[config.mk]
export PLATFORM = sky130hd
export DESIGN_NAME = smi_csum_fold
export DESIGN_NICKNAME = d
export VERILOG_FILES = /design/src/rtl/smi_csum_fold.sv
export SDC_FILE = /design/constraint.sdc
export NUM_CORES = 1
export LEC_CHECK = 0
export ABC_AREA = 1
export ABC_CLOCK_PERIOD_IN_PS = 1000
export BUFFER_PORTS_ARGS = -buffer_cell sky130_fd_sc_hd__buf_2
export CORE_AREA = 4 4 43 45
export DETAILED_ROUTE_END_ITERATION = 16
export DIE_AREA = 0 0 47 49
export PLACE_DENSITY_LB_ADDON = 0.12
export SLEW_MARGIN = 20
export SYNTH_ARGS = -nofsm -noshare
export SYNTH_HDL_FRONTEND = slang
export SYNTH_SLANG_ARGS = --single-unit
[constraint.sdc]
create_clock -name vclk -period 1
set_input_delay 0.05 -clock vclk [all_inputs]
set_output_delay 0.05 -clock vclk [all_outputs]
set_load 0.005 [all_outputs]
[src/rtl/smi_csum_fold.sv]
module smi_csum_fold #(
   parameter int DATA_W = 16,
   parameter int ADDR_W = 10,
   parameter int CSUM_W = 8,
   parameter int OP_W   = 2
) (
   input  logic [DATA_W-1:0] data,
   input  logic [ADDR_W-1:0] addr,
   input  logic [OP_W-1:0]   op,
   output logic [CSUM_W-1:0] csum
);
   localparam int HI_W  = ADDR_W - CSUM_W;
   localparam int OP_LO = HI_W;

   if (DATA_W != 2 * CSUM_W) begin : g_bad_data
      $error("DATA_W must be twice CSUM_W");
   end
   if (HI_W < 0 || HI_W + OP_W > CSUM_W) begin : g_bad_addr
      $error("address overflow bits and opcode must fit in the checksum");
   end

   for (genvar i = 0; i < CSUM_W; i++) begin : g_bit
      logic base;
      assign base = data[i] ^ data[i+CSUM_W] ^ addr[i];
      if (i < HI_W) begin : g_hi
         assign csum[i] = base ^ addr[i+CSUM_W];
      end else if (i < OP_LO + OP_W) begin : g_op
         assign csum[i] = base ^ op[i-OP_LO];
      end else begin : g_plain
         assign csum[i] = base;
      end
   end
endmodule

==> out/metrics.yaml <==
cp-start-kind: "input pin"
seq_area_frac_synth: 0
hold_path_depth: 4
setup_viol: 0
n_clock_buffer: 0
cts_setup_buffers: 0
core_area_mm2: 0.00147
die-width_um: 47
drt-initial-drc-count: 9
rows: 14
die_y_um: 49
whs_endpoint: "csum[7]"
num_antenna_cells: 0
yosys.area.top_type: "nand2_1"
postRouteAntennaNets: 0
yosys.area.top_type_share: 0.459
vias_per_cell: 3.89
wl_per_cell_um: 6.12
worstPathMaxFanout: 2
firstDrtPassIters: 2
powerDensity_mw_per_mm2: 398
status: "completed"
design.seq.count: 0
place_area_um2: 596
tns_ns: 0
grt.total_usage: 0.0723
io_buffers: 36
worst_slew_pin_slew_ns: 0.142
worstPathRequired_ns: 0.95
ys_top_cells_by_area: "nand2_1 46%, inv_1 25%, xnor2_1 8.2%"
synth_warnings: 0
final_util: 0.405
num_vias: 575
ys_types: 7
grt_max_degree: 4
fin_crit_sh: 0.619
post_cts_resized: 0
cts.hold.buffers_added: 0
arrival_ns: 0.57
fin_crit_ns: 0.619
grt_overflow_total: 0
dp_hpwl_um: 871
max_freq_mhz: 1610
gp_congestion: 0.652
drive_above_1_share: 0.303
drc: 0
io_pins: 36
max-cap-violations: 0
netlist_instances: 100
die-area_mm2: 0.00230
grt_pass1_vias: 398
finalInstanceArea_um2: 596
critical_path_class: "input pin to output pin"
area_growth_pct: 40.0
worstSetupEndpointType: "output pin"
nets: 162
seqCellArea_um2: 0
syn_area_um2: 425
ir_worst_vdd_uv: 157
antenna_found_initial: 0
grt_pass1_wl_um: 1410
p_leak_nw: 0.482
rsz0062_at_grt: "false"
hold_viol: 0
hold_start: "addr[7]"
start_util: 0.289
syn_area_per_cell_um2: 4.25
hp-class: "input pin to output pin"
routed_wl_um: 906
hold_ws_ns: 0.406
synth_nets: 128
maxSlewHeadroom: 0.905
maxSlewViolCount: 0
## stage by stage
stage / worst slack, ns / total power, W / std cells
final: 0.381 / 0.000237 / 148
after global routing: 0.270 / 0.000279 / 148
after CTS: 0.371 / 0.000242 / 148
after detailed placement: 0.374 / 0.000241 / 148
after global placement: 0.390 / 0.000234 / 148
after floorplan: 0.572 / 0.000143 / 100
## logic make-up after synthesis
logic type | after synthesis | synth area share
xor+xnor | 4 | 0.0823
buf+inv | 32 | 0.318
simple gates | 64 | 0.600
## layer usage
metal	routed length, µm	part of all wire	vias to the layer above	GRT usage
li1	-	-	337	-
met1	372	0.41	219	0.0957
met2	408	0.45	19	0.129
met3	125	0.14	0	0.00738
met4	0	0	0	0
met5	0	0	-	0
## area by class of cell
type                            instances  area [µm²]
Timing Repair Buffer                   36         180
Fill cell                             189         876
Tap cell                               16        20.0
Multi-Input combinational cell         68         290
Inverter                               28         105
## cell usage in the layout, fill, tap and decap left out, drive strengths merged
cell,n
nand3,4
xnor2,4
nand2,52
inv,28
buf,36
nor2,8
## power by group
part	total [W]	internal (W)	leakage (nW)	switching, W
clock	0	0	0	0
combinational	0.000237	0.000119	0.482	0.000118
sequential	0	0	0	0
total	0.000237	0.000119	0.482	0.000118
## how the worst max path moves through the flow
| stage | start | to | slack [ns] | depth (start not counted) |
|---|---|---|---|---|
| after global routing | data[2] | csum[2] | 0.27 | 7 |
| final | data[0] | csum[0] | 0.38 | 7 |
| after detailed placement | data[2] | csum[2] | 0.37 | 7 |
| after global placement | data[3] | csum[3] | 0.39 | 7 |
| after floorplan | data[4] | csum[4] | 0.57 | 6 |
| after CTS | data[2] | csum[2] | 0.37 | 7 |
## synth_stat cells
| master | count |
|---|---|
| xnor2_1 | 4 |
| inv_1 | 28 |
| buf_4 | 4 |
| nor2_1 | 4 |
| nand3_1 | 4 |
| nand2_1 | 52 |
| nor2_2 | 4 |
## critical path, stage by stage
cell	delay, ns
buf_2	0.11
nand2_1	0.08
inv_1	0.04
nor2_1	0.08
nand2_1	0.06
nand2_1	0.05
buf_2	0.10
No activity file was read; power rests on OpenSTA's default activity.
